`src/rtl/ext_irq_pkg.sv`:
```
package ext_irq_pkg;
   typedef enum logic [1:0] {
      SENSE_LOW  = 2'b00,
      SENSE_FALL = 2'b01,
      SENSE_RISE = 2'b10,
      SENSE_BOTH = 2'b11
   } sense_e;

   localparam int REG_SENSE_LO = 0;
   localparam int REG_SENSE_HI = 1;
   localparam int REG_ENABLE   = 2;
   localparam int REG_STATUS   = 3;
   localparam int REG_WAKE     = 4;
   localparam int REG_NMI_SEL  = 5;
endpackage

```
`src/rtl/irq_pin_sync.sv`:
```
module irq_pin_sync #(
   parameter int WIDTH  = 1,
   parameter int STAGES = 2
) (
   input  logic             clk,
   input  logic             rst_n,
   input  logic [WIDTH-1:0] d,
   output logic [WIDTH-1:0] q
);
   logic [STAGES-1:0][WIDTH-1:0] chain_q;

   generate
      if (STAGES < 2) begin : g_bad
         $error("irq_pin_sync: STAGES must be at least 2");
      end
   endgenerate

   // pins idle high, so reset the chain to 1 to avoid a spurious low/edge
   always_ff @(posedge clk or negedge rst_n) begin
      if (!rst_n) chain_q <= '1;
      else        chain_q <= {chain_q[STAGES-2:0], d};
   end

   assign q = chain_q[STAGES-1];
endmodule

```
`src/rtl/irq_line_sense.sv`:
```
module irq_line_sense
   import ext_irq_pkg::*;
#(
   parameter int NUM_LINES = 16
) (
   input  logic                   clk,
   input  logic                   rst_n,
   input  logic [NUM_LINES-1:0]   level,
   input  logic [2*NUM_LINES-1:0] sense_cfg,
   output logic [NUM_LINES-1:0]   hit
);
   logic [NUM_LINES-1:0] prev_q;
   logic [NUM_LINES-1:0] fall;
   logic [NUM_LINES-1:0] rise;

   always_ff @(posedge clk or negedge rst_n) begin
      if (!rst_n) prev_q <= '1;
      else        prev_q <= level;
   end

   assign fall = prev_q & ~level;
   assign rise = ~prev_q & level;

   genvar g;
   generate
      for (g = 0; g < NUM_LINES; g++) begin : g_line
         logic [1:0] mode;
         assign mode   = sense_cfg[2*g +: 2];
         assign hit[g] = (mode == SENSE_LOW)  ? ~level[g] :
                         (mode == SENSE_FALL) ? fall[g]   :
                         (mode == SENSE_RISE) ? rise[g]   :
                                                (fall[g] | rise[g]);
      end
   endgenerate
endmodule

```
`src/rtl/irq_regs.sv`:
```
module irq_regs
   import ext_irq_pkg::*;
#(
   parameter int NUM_LINES = 16,
   parameter int ADDR_W    = 3
) (
   input  logic                   clk,
   input  logic                   rst_n,
   input  logic                   reg_wr,
   input  logic                   reg_rd,
   input  logic [ADDR_W-1:0]      reg_addr,
   input  logic [NUM_LINES-1:0]   reg_wdata,
   output logic [NUM_LINES-1:0]   reg_rdata,
   input  logic [NUM_LINES-1:0]   hit,
   output logic [2*NUM_LINES-1:0] sense_q,
   output logic [NUM_LINES-1:0]   enable_q,
   output logic [NUM_LINES-1:0]   status_q,
   output logic [NUM_LINES-1:0]   wake_q,
   output logic                   nmi_rise_q
);
   logic [NUM_LINES-1:0] armed_q;
   logic [NUM_LINES-1:0] clr;
   logic                 wr_status;
   logic                 rd_status;

   assign wr_status = reg_wr && (reg_addr == ADDR_W'(REG_STATUS));
   assign rd_status = reg_rd && (reg_addr == ADDR_W'(REG_STATUS));
   assign clr       = wr_status ? (armed_q & ~reg_wdata) : '0;

   always_ff @(posedge clk or negedge rst_n) begin
      if (!rst_n) begin
         sense_q    <= '0;
         enable_q   <= '0;
         wake_q     <= '0;
         nmi_rise_q <= 1'b0;
      end else if (reg_wr) begin
         case (reg_addr)
            ADDR_W'(REG_SENSE_LO): sense_q[NUM_LINES-1:0]           <= reg_wdata;
            ADDR_W'(REG_SENSE_HI): sense_q[2*NUM_LINES-1:NUM_LINES] <= reg_wdata;
            ADDR_W'(REG_ENABLE):   enable_q                         <= reg_wdata;
            ADDR_W'(REG_WAKE):     wake_q                           <= reg_wdata;
            ADDR_W'(REG_NMI_SEL):  nmi_rise_q                       <= reg_wdata[0];
            default: ;
         endcase
      end
   end

   // new events override a clear in the same cycle
   always_ff @(posedge clk or negedge rst_n) begin
      if (!rst_n) begin
         status_q <= '0;
         armed_q  <= '0;
      end else begin
         status_q <= (status_q & ~clr) | hit;
         if (wr_status)      armed_q <= '0;
         else if (rd_status) armed_q <= armed_q | status_q;
      end
   end

   always_comb begin
      case (reg_addr)
         ADDR_W'(REG_SENSE_LO): reg_rdata = sense_q[NUM_LINES-1:0];
         ADDR_W'(REG_SENSE_HI): reg_rdata = sense_q[2*NUM_LINES-1:NUM_LINES];
         ADDR_W'(REG_ENABLE):   reg_rdata = enable_q;
         ADDR_W'(REG_STATUS):   reg_rdata = status_q;
         ADDR_W'(REG_WAKE):     reg_rdata = wake_q;
         ADDR_W'(REG_NMI_SEL):  reg_rdata = NUM_LINES'(nmi_rise_q);
         default:               reg_rdata = '0;
      endcase
   end
endmodule

```
`src/rtl/ext_irq_detect.sv`:
```
module ext_irq_detect
   import ext_irq_pkg::*;
#(
   parameter int NUM_LINES   = 16,
   parameter int ADDR_W      = 3,
   parameter int SYNC_STAGES = 2,
   parameter int VEC_W       = 8,
   parameter int NMI_VECTOR  = 7
) (
   input  logic                 clk,
   input  logic                 rst_n,
   input  logic [NUM_LINES-1:0] irq_pin,
   input  logic                 nmi_pin,
   input  logic                 reg_wr,
   input  logic                 reg_rd,
   input  logic [ADDR_W-1:0]    reg_addr,
   input  logic [NUM_LINES-1:0] reg_wdata,
   output logic [NUM_LINES-1:0] reg_rdata,
   output logic [NUM_LINES-1:0] irq_req,
   output logic                 wakeup,
   output logic                 nmi_req,
   output logic [VEC_W-1:0]     nmi_vector
);
   localparam int PIN_W = NUM_LINES + 1;

   generate
      if (NUM_LINES < 2 || NUM_LINES > 32 || (NUM_LINES % 2) != 0) begin : g_bad_lines
         $error("ext_irq_detect: NUM_LINES must be even and within 2..32");
      end
      if (ADDR_W < 3) begin : g_bad_addr
         $error("ext_irq_detect: ADDR_W must be at least 3");
      end
      if (NMI_VECTOR >= (1 << VEC_W)) begin : g_bad_vec
         $error("ext_irq_detect: NMI_VECTOR does not fit VEC_W");
      end
   endgenerate

   logic [PIN_W-1:0]       pin_s;
   logic [NUM_LINES-1:0]   hit;
   logic [2*NUM_LINES-1:0] sense_w;
   logic [NUM_LINES-1:0]   enable_w;
   logic [NUM_LINES-1:0]   status_w;
   logic [NUM_LINES-1:0]   wake_w;
   logic                   nmi_rise_w;
   logic                   nmi_prev_q;
   logic                   nmi_hit;
   logic                   nmi_req_q;

   irq_pin_sync #(.WIDTH(PIN_W), .STAGES(SYNC_STAGES)) u_sync (
      .clk(clk), .rst_n(rst_n), .d({nmi_pin, irq_pin}), .q(pin_s)
   );

   irq_line_sense #(.NUM_LINES(NUM_LINES)) u_sense (
      .clk(clk), .rst_n(rst_n), .level(pin_s[NUM_LINES-1:0]),
      .sense_cfg(sense_w), .hit(hit)
   );

   irq_regs #(.NUM_LINES(NUM_LINES), .ADDR_W(ADDR_W)) u_regs (
      .clk(clk), .rst_n(rst_n), .reg_wr(reg_wr), .reg_rd(reg_rd),
      .reg_addr(reg_addr), .reg_wdata(reg_wdata), .reg_rdata(reg_rdata),
      .hit(hit), .sense_q(sense_w), .enable_q(enable_w), .status_q(status_w),
      .wake_q(wake_w), .nmi_rise_q(nmi_rise_w)
   );

   assign nmi_hit = nmi_rise_w ? (~nmi_prev_q &  pin_s[NUM_LINES])
                               : ( nmi_prev_q & ~pin_s[NUM_LINES]);

   always_ff @(posedge clk or negedge rst_n) begin
      if (!rst_n) begin
         nmi_prev_q <= 1'b1;
         nmi_req_q  <= 1'b0;
      end else begin
         nmi_prev_q <= pin_s[NUM_LINES];
         nmi_req_q  <= nmi_hit;
      end
   end

   assign nmi_req    = nmi_req_q;
   assign nmi_vector = VEC_W'(NMI_VECTOR);
   assign irq_req    = status_w & enable_w;
   assign wakeup     = |(status_w & wake_w);
endmodule

```
`config.mk`:
```
export PLATFORM = sky130hd
export DESIGN_NAME = ext_irq_detect
export DESIGN_NICKNAME = d
export VERILOG_FILES = /design/src/rtl/ext_irq_pkg.sv /design/src/rtl/irq_pin_sync.sv /design/src/rtl/irq_line_sense.sv /design/src/rtl/irq_regs.sv /design/src/rtl/ext_irq_detect.sv
export SDC_FILE = /design/constraint.sdc
export NUM_CORES = 1
export LEC_CHECK = 0
export ABC_AREA = 1
export BUFFER_PORTS_ARGS = -buffer_cell sky130_fd_sc_hd__clkbuf_2
export CAP_MARGIN = 5
export CORE_MARGIN = 4
export CORE_UTILIZATION = 59
export DETAILED_ROUTE_END_ITERATION = 6
export PLACE_DENSITY = 0.86
export SYNTH_ARGS = -nofsm -noshare
export SYNTH_HDL_FRONTEND = slang
export SYNTH_SLANG_ARGS = --single-unit
```
`constraint.sdc`:
```
create_clock -name clk -period 1.4 [get_ports clk]
set_clock_uncertainty 0.05 [all_clocks]
set_input_delay 0.21 -clock clk [delete_from_list [all_inputs] [get_ports clk]]
set_output_delay 0.21 -clock clk [all_outputs]
set_load 0.02 [all_outputs]
```
# After elaboration in Yosys (flattened, before gate mapping)
# Cells that the tools add are included.
# Widths: inputs -> output; s select.
[classes] n_eq_ne=37 n_mux=53 n_bitwise=48 reduce_logical=26
[op_table] op="$and 16x16->16" n=6
[op_table] op="$pmux 16 s6" n=1
[op_table] op="$not 16->16" n=4
[op_table] op="$mux 1" n=49
[op_table] op="$mux 16" n=3
[op_table] op="$eq 2x1->1 const B" n=16
[op_table] op="$eq 2x2->1 const B" n=16
[op_table] op="$logic_not 2->1" n=16
[op_table] op="$or 16x16->16" n=2
[op_table] op="$not 1->1" n=18
[op_table] op="$or 1x1->1" n=16
[op_table] op="$reduce_or 16->1" n=1
[op_table] op="$reduce_and 2->1" n=5
[op_table] op="$eq 3x2->1 const B" n=2
[op_table] op="$eq 3x3->1 const B" n=2
[op_table] op="$eq 3x1->1 const B" n=1
[op_table] op="$logic_not 3->1" n=1
[op_table] op="$and 1x1->1" n=2
[op_table] op="$logic_and 1x1->1" n=2
[op_table] op="$reduce_bool 2->1" n=1
[word_totals] reg_bits=149 inputBits=40 wordCells=176

# Logic depth before layout (Yosys ltp)
# Gate-level depths: netlist of the first run.
[depth] depth_word=7 depth_mapped=8 depth_no_buf=7

# Modules after synthesis
# Synthesis of the first run repeated with hierarchy kept, for this count alone.
[hier_totals] hier_cells=1030 hier_area_um2=7860.0
[by_module_without_submodules] mod="irq_regs" n_inst=1 cells_per_inst=639 area_each_um2=4804.6 seq_area_each_um2=2427.3
[by_module_without_submodules] mod="irq_line_sense" n_inst=1 cells_per_inst=256 area_each_um2=1641.6 seq_area_each_um2=420.4
[by_module_without_submodules] mod="irq_pin_sync" n_inst=1 cells_per_inst=51 area_each_um2=1021.0 seq_area_each_um2=893.4
[by_module_without_submodules] mod="ext_irq_detect" n_inst=1 cells_per_inst=84 area_each_um2=392.9 seq_area_each_um2=51.3

# Worst setup path before layout of the first run
# No wires, ideal clock.
[synth_timing] path_type="input to output" from="in reg_addr[2]" to="out reg_rdata[11]" arrival_time_ns=1.121 required_ns=1.140 slack_ns=0.019 path_stages=8 path_cell_list="buf_2 inv_2 buf_2 buf_4 nand4_1 nand2_1 nor2_1 nand2_1"
[synth_via] elab_chain_len=2 word_cells_on_any_way=7
[synth_lines] element="start, declared" line="ext_irq_detect.sv:16" rtl="input logic [ADDR_W-1:0] reg_addr,"
[synth_lines] element="$eq 3x3->1 (tied with other cells)" line="irq_regs.sv:61" rtl="case (reg_addr)"
[synth_lines] element="$pmux 16 s6 (*)" line="irq_regs.sv:61"
[synth_lines] element="end, declared" line="ext_irq_detect.sv:18" rtl="output logic [NUM_LINES-1:0] reg_rdata,"
# Mark *: on every way between the ends. The rest lies on a longest branch, timed or not.

# Worst setup path in the final report of the first run
[layout_timing] from="reg u_regs.sense_q[4]" to="out reg_rdata[4]"
[layout_via] elab_chain_len=1
[layout_lines] element="start, declared" line="irq_regs.sv:15" rtl="output logic [2*NUM_LINES-1:0] sense_q,"
[layout_lines] element="start signal, assigned by index" line="irq_regs.sv:38" rtl="ADDR_W'(REG_SENSE_LO): sense_q[NUM_LINES-1:0] <= reg_wdata;"
[layout_lines] element="start signal, assigned by index" line="irq_regs.sv:39" rtl="ADDR_W'(REG_SENSE_HI): sense_q[2*NUM_LINES-1:NUM_LINES] <= reg_wdata;"
[layout_lines] element="$pmux 16 s6" line="irq_regs.sv:61"
# Every way passes these cells.

==> results by group, run 1 <==
Synthesis
  • Warnings from Yosys: 0
  • Mapped Area: between 0.007 and 0.008 sq mm
  • Share of the synthesized area in the top cell type: 0.3278
  • Asr flop ratio synth: 1.000
  • Synth Area per Inst: about 8.2 sq um
  • Synthesis-stage register bit count: ~150
  • Synth top cells by count: 268 x nand2_1, 135 x inv_1, 98 x dfrtp_1
  • Cell count after synthesis: between 900 and 1000
  • Top-count cell post-synth: nand2_1
  • Cell taking the most area after synthesis: dfrtp_1
  • Seq/Total Area, Yosys: 0.5069
  • Simple-gate share of the synthesized area: 0.2435
  • XOR/XNOR share of the synthesized area: 0
  • Post-synth top flop: dfrtp_1
  • Synth area leaders: dfrtp_1 33%, dfstp_2 18%, nand2_1 13%, inv_1 6.8%, ha_1 5.4%
  • Synth Area in Adders: 0.05352
  • Post-synthesis mux area share: 0
  • Synth cell types: 25
  • Largest family of logic cells by synthesized area: simple AND/OR/NAND/NOR gates
  • EDFF count, synth: 0
  • Synth Area in Compound Gates: 0.09082

Placement
  • Inst Count DP: between 1000 and 1500
  • Dpl hpwl: about 14000 um
  • Port-buffer cells: 73
  • Worst slack, placed: -0.1072 ns
  • Final Wtd Congestion: between 0.9 and 1

Critical path
  • Reg-to-reg endpoint: u_regs.status_q[5]
  • Crit Path Class: register to output pin
  • Worst R2R Start: u_sync.q[5]
  • Worst reg2reg setup slack: about 0.020 ns
  • Critical-path maximum fanout: 2
  • Crit. End Element: output pin
  • Req. time, crit path: approximately 1.1 ns
  • FF-to-FF path depth: 5
  • Critical Path Start Type: register
  • Critical path arrival: about 1.5 ns

STA
  • RSZ-0062 raised after global routing: true
  • Final setup viols: 30
  • Period utilization: 1.272
  • Min Tclk post-route: about 1.8 ns
  • Fmax: between 0.5 and 0.6 GHz
  • Final hold violations: 0
  • Worst Tran Pin Value: roughly 0.77 ns
  • Slew Limit Fails: 0
  • Slew HR: 0.4877
  • Worst setup margin: -0.3802 ns

GRT
  • Grt total ovfl: 0
  • Vias in the first global route: 6808
  • First-pass GRT wire length: around 33000 um
  • GRT Resource Usage Total: 0.2984
  • Largest net degree at the start of global routing: 40
  • Initial antenna violation count: 0

Min path
  • Hold Crit Depth: 5
  • End of the worst hold path: u_regs.status_q[8]
  • HP Start: reg_wdata[8]
  • Hold Crit Class: input port to register

Final layout
  • Post-layout nets: roughly 1200
  • Share of cells above drive strength 1: 0.3184
  • Fillers: about 700
  • Ant. Diodes: 0
  • Syn-to-layout area delta: 31.78%
  • Non-filler cells, final: roughly 1300

Drt
  • Post-Route WL: around 23000 um
  • DR iter-0 viols: roughly 1400
  • Routed WL per cell: between 15 and 20 um
  • Final antenna-violating net count: 0
  • First-pass DRT Iterations: 7
  • DRC violations left: 21
  • Vias after detailed routing: 7526
  • Post-DR vias/cell: between 5 and 6

Pwr
  • Sw Ratio: 0.3137
  • Clock Power Share: 0.347
  • Total power: between 10 and 15 mW
  • NetSw: roughly 4 mW
  • Leak: approximately 5.2 nW
  • Seq pwr share: 0.417
  • Logic pwr share: 0.236
  • Pwr/cell area: approximately 1300 mW/mm^2
  • VDD IR max: approximately 1.1 mV
  • Internal power: 8.784 mW

Die
  • # IOs: a little over 80
  • FP Rows: 40
  • DIE HEIGHT: about 120 um
  • Core area: approximately 0.012 sq mm
  • Die X: ~120 um
  • Die ar.: around 0.015 sq mm
  • Initial Util: 0.6126

Clocking
  • TritonCTS buffer count: 17
  • Clock transition at path regs: roughly 0.06 ns
  • CTS tree: yes
  • Worst skew pair latency: 0.44 ns
  • H-tree depth: 4
  • Clock Tree Root: clkbuf_16
  • CTS max path bufs: 2
  • Clk sinks: 149

Flow run
  • MaxCap Viol Count: 0

Outcome
  • Status: complete, but fails checks
  • Violated checks: DRC, setup timing
==> through the flow <==
step / hold slack [ns] / util / area, sq um / setup TNS (ns)
global route: 0.07301 / 0.8073 / 9858 / -6.343
floorplan: -0.1356 / - / 7503 / 0
finish: 0.05575 / 0.8073 / 9858 / -5.073
global placement: 0.09622 / 0.6827 / 8337 / -2.393
CTS: 0.04156 / 0.7750 / 9464 / -4.073
detailed placement: 0.09782 / 0.6827 / 8337 / -3.353
==> power groups by stage <==
stage | clock network [mW] | logic [mW] | registers (mW)
6_report | 4.44 | 3.02 | 5.34
5_1_grt | 4.64 | 3.24 | 5.39
4_1_cts | 4.42 | 2.59 | 5.26
3_5_place_dp | 0 | 2.14 | 5.41
3_3_place_gp | 0 | 2.06 | 5.39
2_1_floorplan | 0 | 1.39 | 5.28
==> worst max path at each step <==
stage | to | from | cells past startpoint | slack (ns)
detailed placement | u_regs.sense_q[19] | reg_addr[0] | 9 | -0.11
CTS | wakeup | u_regs.status_q[0] | 5 | -0.29
floorplan | reg_rdata[11] | reg_addr[2] | 8 | 0.02
global route | reg_rdata[4] | u_regs.sense_q[20] | 5 | -0.44
finish | reg_rdata[4] | u_regs.sense_q[4] | 5 | -0.38
global placement | u_regs.armed_q[9] | reg_addr[1] | 8 | -0.08
==> timing repair <==
item | CTS | global route
endpoints found under the hold margin | 90 | 0
hold buffers | 18 | 0
buffers inserted | 33 | 20
pin swaps | 13 | 53
endpoints found under the setup margin | 24 | 43
resized for setup | 44 | 119
==> flip-flops by register name (all words and copies together) (netlist names) <==
register and flops:
nmi_prev_q 1, nmi_req 1, u_sync.chain_q 17, u_regs.armed_q 16, u_sense.prev_q 16, u_regs.status_q 16, u_regs.sense_q 32, u_sync.q 17
u_regs.nmi_rise_q 1, u_regs.enable_q 16, u_regs.wake_q 16
==> layout by cell type (no fill, tap or decap) <==
cell type,netlist,layout
nand2_1,268,249
inv_1,135,113
dfrtp_1,98,96
buf_4,12,83
nor2_1,67,54
o21ai_0,61,52
dfstp_2,51,51
nand3_1,47,46
clkbuf_2,0,39
nand4_1,38,38
ha_1,32,27
inv_2,3,25
buf_6,4,24
dlygate4sd3_1,0,18
o21ai_2,17,17
clkbuf_16,0,17
o211ai_1,16,16
nor2_2,1,14
nand2_2,0,14
a21oi_1,17,13
o21ai_1,4,13
buf_12,0,11
conb_1,2,8
clkbuf_8,0,8
buf_2,20,8
nand2_4,2,7
clkinv_2,0,6
ha_4,0,5
a21oi_2,0,4
clkbuf_1,6,4
nor2_4,3,3
or2_2,3,3
nand3_2,1,2
bufinv_16,0,2
buf_8,0,2
dfrtp_2,0,2
clkinvlp_4,0,1
clkinv_4,0,1
==> kinds of logic (layout without fill, tap and decap cells) <==
| kind of cell | count (synthesis) | after routing |
|---|---|---|
| AOI/OAI and AO/OA | 115 | 115 |
| adders and majority gates | 32 | 32 |
| buffers and inverters | 181 | 362 |
| DFF | 149 | 149 |
| other | 2 | 8 |
| and+or+nand+nor | 430 | 430 |
==> cell type report <==
class	count	area [sq um]	share of cell area
flip-flops and latches	149	3795	0.3849
well taps	168	210.2	0.02132
repair buffers	192	1655	0.1679
clock inverters	10	106.4	0.01079
multi-input cells	585	3119	0.3164
clock buffers	22	454.2	0.04607
inverters	138	518.0	0.05254
==> critical path, cell delays in order (launching register included) <==
cell and delay, ns:
dfrtp_1 0.39, nand3_1 0.19, nand2_1 0.12, nor2_2 0.15, nand2_1 0.09, buf_6 0.14
==> metal layers <==
layer  share of wire  global-route usage
met1            0.36              0.3801
met2            0.46              0.4691
met3            0.12             0.07905
met4           0.055              0.1551
met5               0                   0
Note: power is estimated with default switching activity, not from simulation.
==> inputs of run 2 (changes only) <==
- ABC_AREA: 1 -> unset
- CORE_MARGIN: 4 -> 2
- CORE_UTILIZATION: 59 -> 58
- PLACE_DENSITY: 0.86 -> 0.85
==> run 2 against run 1 <==
  * The run ends with setup timing left
  * Count of clock-buffer cells in the layout grew 1
  * Maximum frequency is 9.9% lower
  * Routed wire length down 17%
  * Area after synthesis down 5.6%
  * Sequential power increased by 4.5%
  * Die area is 10% lower
  * Critical path type unchanged
  * Highest routed layer unchanged
==> results by group, run 2 <==
Outcome
  • Status: complete, but fails checks
  • Violated checks: setup timing

Synthesis
  • Mapped Area: ~0.0071 sq mm
  • Synth top cells by count: 98 x dfrtp_1, 55 x mux2_2, 51 x dfstp_2
  • Cell taking the most area after synthesis: dfrtp_1
  • Post-synth top flop: dfrtp_1
  • Top-count cell post-synth: dfrtp_1
  • Warnings from Yosys: 0
  • Seq/Total Area, Yosys: 0.5369
  • Cell count after synthesis: 563
  • Synth area leaders: dfrtp_1 35%, dfstp_2 19%, mux2_2 8.8%, ha_1 5.7%, mux2i_1 4.4%
  • Asr flop ratio synth: 1.000
  • Synth cell types: 37
  • Share of the synthesized area in the top cell type: 0.3472
  • Synth Area per Inst: around 13 sq um
  • EDFF count, synth: 0
  • Synthesis-stage register bit count: between 100 and 150

Flow run
  • MaxCap Viol Count: 0

STA
  • Hold slack: around 0.049 ns
  • RSZ-0062 raised after global routing: true
  • Final hold violations: 0
  • Worst setup margin: -0.5768 ns
  • Min Tclk post-route: roughly 2.0 ns
  • Final setup viols: 34
  • Period utilization: 1.412
  • Fmax: 0.5059 GHz
  • Slew Limit Fails: 0

Drt
  • Final antenna-violating net count: 0
  • DR iter-0 viols: about 360
  • Post-Route WL: between 15000 and 20000 um
  • DRC violations left: 0
  • Routed WL per cell: 21.73 um
  • Post-DR vias/cell: about 6
  • Vias after detailed routing: approximately 5400
  • First-pass DRT Iterations: 4

Critical path
  • Crit Path Class: register to output pin
  • Critical Path Start Type: register
  • FF-to-FF path depth: 5
  • Worst path max stage delay: ~0.38 ns
  • Critical-path cell list: a22o_1 > a221oi_2 > nand4_1 > clkbuf_8
  • CP max-delay cell: dfrtp_1
  • Critical path arrival: roughly 1.7 ns
  • Levels on crit path: 4
  • Worst path buffer plus inverter count: 1
  • Critical-path maximum fanout: 2
  • CP delay by family, top: compound AO/OA/AOI/OAI gates
  • Crit. End Element: output pin
  • Req. time, crit path: roughly 1.1 ns

Placement
  • Port-buffer cells: between 70 and 80
  • Inst Count DP: about 830
  • Dpl hpwl: 11870 um
  • Final Wtd Congestion: 0.8537

Die
  • FP Rows: 40
  • Core area: between 0.01 and 0.015 sq mm
  • Initial Util: 0.5905
  • DIE HEIGHT: around 110 um
  • Die ar.: 0.01308 sq mm
  • # IOs: 82
  • Die X: around 110 um

Min path
  • Hold Crit Depth: 2
  • Hold Crit Class: input port to register

Final layout
  • Max reg flops: 32
  • Post-layout nets: 810
  • Share of cells above drive strength 1: 0.4953
  • Core Util, Final: 0.8118
  • Non-filler cells, final: 898
  • Most frequent cells in the layout: 95 x dfrtp_1, 55 x buf_4, 51 x dfstp_2
  • Most common cell after layout, fill and taps aside: dfrtp_1
  • Syn-to-layout area delta: 37.48%
  • Ant. Diodes: 0
  • Most flops, register: u_regs.sense_q

Clocking
  • TritonCTS buffer count: 17
  • CTS max path bufs: 2
  • Clk sinks: around 150
  • H-tree depth: 4
  • CTS tree: yes
  • Worst skew pair latency: ~0.43 ns
  • Clock Tree Root: clkbuf_16
  • Clock transition at path regs: around 0.060 ns

Pwr
  • Logic pwr share: 0.246
  • Clock Power Share: 0.343
  • VDD IR max: 1.046 mV
  • NetSw: about 3.8 mW
  • Seq pwr share: 0.411
  • Pwr/cell area: around 1400 mW/mm^2
  • Internal power: 9.798 mW
  • Sw Ratio: 0.2794
  • Leak: 4.377 nW

GRT
  • Grt total ovfl: 0
  • GRT Resource Usage Total: 0.3050
  • Initial antenna violation count: 0
  • First-pass GRT wire length: around 30000 um
  • Vias in the first global route: approximately 5800
  • Largest net degree at the start of global routing: 89
[run 2: per-stage QoR]
| stage | worst slack, ns | TNS, ns | instance area, sq um | total power, mW |
|---|---|---|---|---|
| 3_3_place_gp | -0.2256 | -11.92 | 8260 | 7.957 |
| 5_1_grt | -0.6396 | -9.937 | 9711 | 14.09 |
| 2_1_floorplan | -0.1965 | -2.345 | 7239 | 7.039 |
| 3_5_place_dp | -0.2345 | -13.32 | 8260 | 8.129 |
| 4_1_cts | -0.5281 | -8.379 | 9504 | 13.27 |
| 6_report | -0.5768 | -8.563 | 9711 | 13.60 |
[run 2: cell families (layout without fill, tap and decap cells)]
| family | Yosys count | in the layout | synth area share |
|---|---|---|---|
| AO/OA/AOI/OAI | 130 | 130 | 0.1252 |
| adder cells (fa/ha/maj) | 32 | 32 | 0.05669 |
| multiplexers | 97 | 97 | 0.1561 |
| other | 2 | 8 | 0.001063 |
| AND/OR/NAND/NOR | 88 | 88 | 0.07777 |
| buffers and inverters | 65 | 247 | 0.04624 |
| flip-flops | 149 | 149 | 0.5369 |
[run 2: metal layers]
layer | global-route usage | part of all wire | up-vias
met2 | 0.5187 | 0.51 | 241
met4 | 0.1455 | 0.035 | 0
li1 | - | - | 2357
met1 | 0.3627 | 0.38 | 2759
met3 | 0.07888 | 0.070 | 69
met5 | 0 | 0 | -
[run 2: timing repair]
action,4_1_cts,5_1_grt
resized for setup,104,70
pin swaps,13,18
endpoints found under the hold margin,116,0
hold buffers,18,0
setup endpoints to repair,34,41
setup buffers,12,11
[run 2: power by group through the flow]
stage	combinational (mW)	clock, mW	sequential (mW)
finish	3.34	4.67	5.58
global route	3.56	4.91	5.63
CTS	3.07	4.70	5.50
detailed placement	2.59	0	5.54
global placement	2.47	0	5.49
floorplan	1.61	0	5.43
[run 2: worst paths after layout]
path	startpoint	end	slack (ns)
max	u_regs.wake_q[9]	wakeup	-0.58
min	reg_wdata[3]	u_regs.wake_q[3]	0.05
max reg2reg	u_sync.q[2]	u_regs.status_q[2]	-0.23
min reg2reg	u_sync.chain_q[11]	u_sync.q[11]	0.30
max in group asynchronous	rst_n	u_sense.prev_q[2]	0.56
min in group asynchronous	rst_n	u_regs.enable_q[14]	0.29
[run 2: cell type report]
type	instances	area, sq um
well taps	147	183.9
flip-flops and latches	149	3796
repair buffers	182	1730
clock inverters	9	125.1
inverters	33	123.9
fillers	623	2251
multi-input cells	355	3273
clock buffers	23	478.0
